$ cat src/rtl/uart_brk_pkg.sv
package uart_brk_pkg;
  typedef enum logic [1:0] {ST_IDLE, ST_DATA, ST_BRK} tx_state_e;

  function automatic int unsigned char_bits(int unsigned dlen, logic par, logic stop2);
    return 32'd2 + dlen + (par ? 32'd1 : 32'd0) + (stop2 ? 32'd1 : 32'd0);
  endfunction
endpackage

$ cat src/rtl/uart_brk_frame.sv
module uart_brk_frame #(
  parameter int DATA_W = 9,
  parameter int FRM_W  = DATA_W + 4,
  parameter int LEN_W  = 4
) (
  input  logic [DATA_W-1:0] data_i,
  input  logic [LEN_W-1:0]  dlen_i,
  input  logic              par_en_i,
  input  logic              par_odd_i,
  input  logic              stop2_i,
  output logic [FRM_W-1:0]  frame_o,
  output logic [LEN_W-1:0]  len_o
);
  logic par;

  always_comb begin
    frame_o    = '1;
    frame_o[0] = 1'b0;
    par        = par_odd_i;
    for (int i = 0; i < DATA_W; i++) begin
      if (LEN_W'(i) < dlen_i) begin
        frame_o[i+1] = data_i[i];
        par          = par ^ data_i[i];
      end
    end
    // parity sits right after the last data bit
    for (int i = 0; i <= DATA_W; i++) begin
      if (par_en_i && LEN_W'(i) == dlen_i) frame_o[i+1] = par;
    end
    len_o = LEN_W'(uart_brk_pkg::char_bits(32'(dlen_i), par_en_i, stop2_i));
  end
endmodule

$ cat src/rtl/uart_brk_bitcnt.sv
module uart_brk_bitcnt #(
  parameter int LEN_W = 4
) (
  input  logic             clk_i,
  input  logic             rst_ni,
  input  logic             run_i,
  input  logic             tick_i,
  input  logic [LEN_W-1:0] len_i,
  output logic             wrap_o
);
  logic [LEN_W-1:0] cnt_q;
  logic             last;

  assign last   = (cnt_q == len_i - 1'b1);
  assign wrap_o = run_i & tick_i & last;

  always_ff @(posedge clk_i or negedge rst_ni) begin
    if (!rst_ni)     cnt_q <= '0;
    else if (!run_i) cnt_q <= '0;
    else if (tick_i) cnt_q <= last ? '0 : cnt_q + 1'b1;
  end
endmodule

$ cat src/rtl/uart_brk_chcnt.sv
module uart_brk_chcnt #(
  parameter int CNT_W = 16
) (
  input  logic             clk_i,
  input  logic             rst_ni,
  input  logic             load_i,
  input  logic [CNT_W-1:0] val_i,
  input  logic             dec_i,
  output logic             last_o
);
  logic [CNT_W-1:0] left_q;

  assign last_o = (left_q == CNT_W'(1));

  always_ff @(posedge clk_i or negedge rst_ni) begin
    if (!rst_ni)     left_q <= '0;
    else if (load_i) left_q <= val_i;
    else if (dec_i)  left_q <= left_q - 1'b1;
  end
endmodule

$ cat src/rtl/uart_brk_tx.sv
module uart_brk_tx #(
  parameter  int DATA_W = 9,
  parameter  int CNT_W  = 16,
  localparam int FRM_W  = DATA_W + 4,
  localparam int LEN_W  = $clog2(FRM_W + 1)
) (
  input  logic              clk_i,
  input  logic              rst_ni,
  input  logic              tick_i,
  input  logic [DATA_W-1:0] data_i,
  input  logic              valid_i,
  output logic              ready_o,
  input  logic              stop_cmd_i,
  input  logic [CNT_W-1:0]  brk_cnt_i,
  input  logic [LEN_W-1:0]  dlen_i,
  input  logic              par_en_i,
  input  logic              par_odd_i,
  input  logic              stop2_i,
  output logic              txd_o,
  output logic              done_o
);
  import uart_brk_pkg::*;

  tx_state_e        state_q;
  logic [FRM_W-1:0] shreg_q, frame;
  logic [LEN_W-1:0] len_q, fmt_len;
  logic             pend_q, done_q;
  logic             idle, busy, in_brk, wrap, ch_last, cnt_nz, stop_now, brk_start;

  assign idle     = (state_q == ST_IDLE);
  assign busy     = ~idle;
  assign in_brk   = (state_q == ST_BRK);
  assign cnt_nz   = |brk_cnt_i;
  assign stop_now = pend_q | stop_cmd_i;
  assign brk_start = cnt_nz & ((idle & stop_cmd_i) | ((state_q == ST_DATA) & wrap & stop_now));

  assign ready_o = idle & ~stop_cmd_i;
  assign done_o  = done_q;
  assign txd_o   = (state_q == ST_DATA) ? shreg_q[0] : ~in_brk;

  uart_brk_frame #(.DATA_W(DATA_W), .FRM_W(FRM_W), .LEN_W(LEN_W)) u_frame (
    .data_i(data_i), .dlen_i(dlen_i), .par_en_i(par_en_i), .par_odd_i(par_odd_i),
    .stop2_i(stop2_i), .frame_o(frame), .len_o(fmt_len)
  );

  uart_brk_bitcnt #(.LEN_W(LEN_W)) u_bitcnt (
    .clk_i(clk_i), .rst_ni(rst_ni), .run_i(busy), .tick_i(tick_i),
    .len_i(len_q), .wrap_o(wrap)
  );

  uart_brk_chcnt #(.CNT_W(CNT_W)) u_chcnt (
    .clk_i(clk_i), .rst_ni(rst_ni), .load_i(brk_start), .val_i(brk_cnt_i),
    .dec_i(in_brk & wrap), .last_o(ch_last)
  );

  always_ff @(posedge clk_i or negedge rst_ni) begin
    if (!rst_ni) begin
      state_q <= ST_IDLE;
      shreg_q <= '1;
      len_q   <= '0;
      pend_q  <= 1'b0;
      done_q  <= 1'b0;
    end else begin
      done_q <= 1'b0;
      unique case (state_q)
        ST_IDLE: begin
          len_q <= fmt_len;
          if (stop_cmd_i) begin
            if (cnt_nz) state_q <= ST_BRK;
            else        done_q  <= 1'b1;
          end else if (valid_i) begin
            state_q <= ST_DATA;
            shreg_q <= frame;
          end
        end
        ST_DATA: begin
          if (tick_i) shreg_q <= {1'b1, shreg_q[FRM_W-1:1]};
          if (wrap) begin
            pend_q <= 1'b0;
            if (stop_now && cnt_nz) state_q <= ST_BRK;
            else begin
              state_q <= ST_IDLE;
              done_q  <= stop_now;
            end
          end else if (stop_cmd_i) begin
            pend_q <= 1'b1;
          end
        end
        ST_BRK: begin
          // stop commands are ignored here
          if (wrap && ch_last) begin
            state_q <= ST_IDLE;
            done_q  <= 1'b1;
          end
        end
        default: state_q <= ST_IDLE;
      endcase
    end
  end
endmodule

$ cat config.mk
export PLATFORM = sky130hd
export DESIGN_NAME = uart_brk_tx
export DESIGN_NICKNAME = d
export VERILOG_FILES = /design/src/rtl/uart_brk_pkg.sv /design/src/rtl/uart_brk_frame.sv /design/src/rtl/uart_brk_bitcnt.sv /design/src/rtl/uart_brk_chcnt.sv /design/src/rtl/uart_brk_tx.sv
export SDC_FILE = /design/constraint.sdc
export NUM_CORES = 1
export LEC_CHECK = 0
export BUFFER_PORTS_ARGS = -buffer_cell sky130_fd_sc_hd__buf_2
export CORE_UTILIZATION = 30
export DETAILED_ROUTE_END_ITERATION = 12
export GPL_ROUTABILITY_DRIVEN = 0
export PLACE_DENSITY = 0.53
export RECOVER_POWER = 25
export SETUP_SLACK_MARGIN = 0.1
export SLEW_MARGIN = 10
export SYNTH_ARGS = -nofsm -noshare
export SYNTH_HDL_FRONTEND = slang
export SYNTH_SLANG_ARGS = --single-unit
$ cat constraint.sdc
create_clock -name clk_i -period 2.9 [get_ports clk_i]
set_clock_uncertainty 0.1 [all_clocks]
set_input_delay 0.435 -clock clk_i [delete_from_list [all_inputs] [get_ports clk_i]]
set_output_delay 0.435 -clock clk_i [all_outputs]
set_load 0.05 [all_outputs]
==> impl_metrics.tcl <==
set metrics [dict create \
    vias_per_cell 5.143 \
    htreeDepth 2 \
    clk_latency_ns 0.30 \
    fin_nets 393 \
    crit_family "simple AND/OR/NAND/NOR gates" \
    num_rows 33 \
    cts_num_sinks 39 \
    reg2reg_from "len_q[0]" \
    drt_iter0_drc 124 \
    cap_violations 1 \
    p_int_mw 1.405 \
    synthArstFlopShare_pct 100.0 \
    slew_violations 40 \
    syn_to_final_growth_pct 14.47 \
    ir_drop_mv 0.2603 \
    cts_buffers 5 \
    path_clk_slew_ns 0.09 \
    first_global_vias 2175 \
    hold_path_class "in -> reg" \
    violations "max-capacitance violations, max-slew violations" \
    tightest_slew_ns 2.168 \
    io_pins 40 \
    syn_nets 355 \
    antenna_left 0 \
    avgRoutedWirePerCell_um 14.35 \
    place_worst_setup_slack_ns 0.3437 \
    max_stage_delay_ns 0.41 \
    yosysSeqAreaShare_pct 37.90 \
    end_kind "flip-flop" \
    comb_power_share_pct 41.7 \
    relSlewSlack_pct -44.52 \
    p_switching_mw 0.9912 \
    worst_setup_path_start_kind "flip-flop" \
    place_inst 448 \
    synth_top_cell_area_share_pct 26.83 \
    instances_no_fill 456 \
    hold_buffers 0 \
    swShare_pct 41.36 \
    drive_gt1_share_pct 22.51 \
    dp_hpwl_um 4925 \
    num_vias 2345 \
    worstPathRequired_ns 3.04 \
    yosys-top-cells-area "dfrtp_1 (27%), dfstp_2 (11%), o21ai_0 (5.6%)" \
    crit_buf_inv 2 \
    cp_cell_sequence "inv_1, ha_1, xnor2_1, nor2_1, nand4_1, buf_4, nor2_4, nand2_1, or4_1, nand3_1" \
    synthesis.area_um2 2611 \
    cts_post_setup_buffers_inserted 0 \
    grt_overflow_total 0 \
    finalHoldViolCount 0 \
    power_density_nw_per_um2 801.7 \
    cp_slowest_cell "or4_1" \
    yosysWarnings 0 \
    fmax_ghz 0.3932 \
    startpoint "len_q[0]" \
    setup_ws_ns 0.3565 \
    ctsResizeCount 0 \
    die_x_um 95.30 \
    dieArea_um2 9081 \
    path_max_fanout 7 \
    synth_cells 312 \
    cts_tree "built" \
    antenna_found_initial 0 \
    total_power_mw 2.396 \
    p_leak_nw 1.211 \
    track_usage_pct 15.29 \
    grt_first_pass_wirelength_um 10750 \
    numPortBuffers 39 \
    grt_max_degree 40 \
    tns_ns 0 \
    synth.distinct_cells 57 \
    synth-seq-cells 39 \
    path_class "reg -> reg" \
    seq_power_share_pct 42.6 \
    coreArea_um2 8299 \
    layout_common_cells "nor2_1 (38), buf_2 (38), nand2_1 (35)" \
    period_share_pct 87.71 \
    die_y_um 95.30 \
    outcome "finished with violations" \
    avgSynthCellArea_um2 8.369 \
    drc_errors 0 \
    initial_core_util_pct 31.46 \
    hp-start "brk_cnt_i[4]" \
    clock-root-buffer "clkbuf_8" \
    totalWireLength_um 6543 \
    critical_path_arrival_ns 2.69 \
    setup_viol 0 \
    n_antenna_cell 0 \
    period_needed_ns 2.543 \
    cts_buffer_depth 2 \
    rsz0062_at_grt "no" \
    yosysTopAreaCell "dfrtp_1" \
    firstDrtPassIters 4 \
    synth_ff_type "dfrtp_1" \
    clock_power_share_pct 15.6 \
    synth_edf_count 0 \
]
[sequential cells by signal, indices dropped and copies added, names as in the netlist]
register,flops
done_o,1
len_q,4
pend_q,1
shreg_q,11
state_q,2
u_bitcnt.cnt_q,4
u_chcnt.left_q,16
[power by group through the flow]
| stage | registers (mW) | logic (mW) | clock network, mW |
|---|---|---|---|
| after floorplan | 0.968 | 0.801 | 0 |
| after global placement | 1.02 | 0.994 | 0 |
| after detailed placement | 1.02 | 1.01 | 0 |
| after CTS | 1.02 | 1.01 | 0.386 |
| after global routing | 1.06 | 1.13 | 0.405 |
| final | 1.02 | 1.00 | 0.375 |
[final cells by class]
class | count | area (um^2)
fillers | 909 | 5310
multi-input cells | 248 | 1506
flip-flops and latches | 39 | 989.7
repair buffers | 45 | 239.0
well taps | 105 | 131.4
clock buffers | 7 | 76.32
inverters | 11 | 41.29
clock inverters | 1 | 5.005
[per-layer routing]
metal	vias up	global-route usage, %	wire (um)
met3	7	3.589	259
met4	0	3.535	73
met5	-	0	0
met2	41	24.23	2939
met1	1102	20.99	3271
li1	1195	-	-
[path summary, 6_finish.rpt]
kind / slack (ns) / to / cells after the start
worst min register to register: 0.36 / shreg_q[0] / 2
max in group asynchronous: 0.80 / u_chcnt.left_q[11] / 1
min in group asynchronous: 0.67 / u_chcnt.left_q[9] / 1
worst min-delay path: 0.25 / u_chcnt.left_q[4] / 3
worst max register to register: 0.36 / u_chcnt.left_q[14] / 10
worst max-delay path: 0.36 / u_chcnt.left_q[14] / 10
[cells in the mapped netlist, types with 5 or more instances]
master,number
nor3_1,9
nand2_1,35
nor4_1,6
a21oi_1,23
dfrtp_1,28
nand3_1,17
dfstp_2,11
xnor2_1,10
a22oi_1,6
nand4_1,5
nor2_1,38
clkbuf_1,8
inv_1,8
o22ai_1,6
o21ai_0,29
o211ai_1,5
ha_1,5
o21ai_1,5
xor2_1,6
[worst reg2reg max path: cells and delay by family, from the launching register on]
family | cells | cell delay (ns)
simple gates | 6 | 1.21
fa+ha+maj | 1 | 0.30
flops | 1 | 0.40
xor+xnor | 1 | 0.13
buf+inv | 2 | 0.33
[logic make-up (layout without fill, tap and decap cells)]
logic type               Yosys count  count (layout)  share of synthesized area (%)
adder cells (fa/ha/maj)            6               6                          3.162
XOR/XNOR                          18              18                          7.331
AO/OA/AOI/OAI                     91              91                          22.04
flip-flops                        39              39                          37.90
AND/OR/NAND/NOR                  133             133                          25.16
buffers and inverters             25              64                          4.408
[through the flow]
step	area (um^2)	util (%)	hold WS, ns
finish	2989	36.02	0.2531
global route	2989	36.02	0.2481
CTS	2990	36.03	0.2051
detailed placement	2909	35.05	0.3447
global placement	2909	35.05	0.3436
floorplan	2611	-	0.03941
Note: power is estimated with default switching activity, not from simulation.
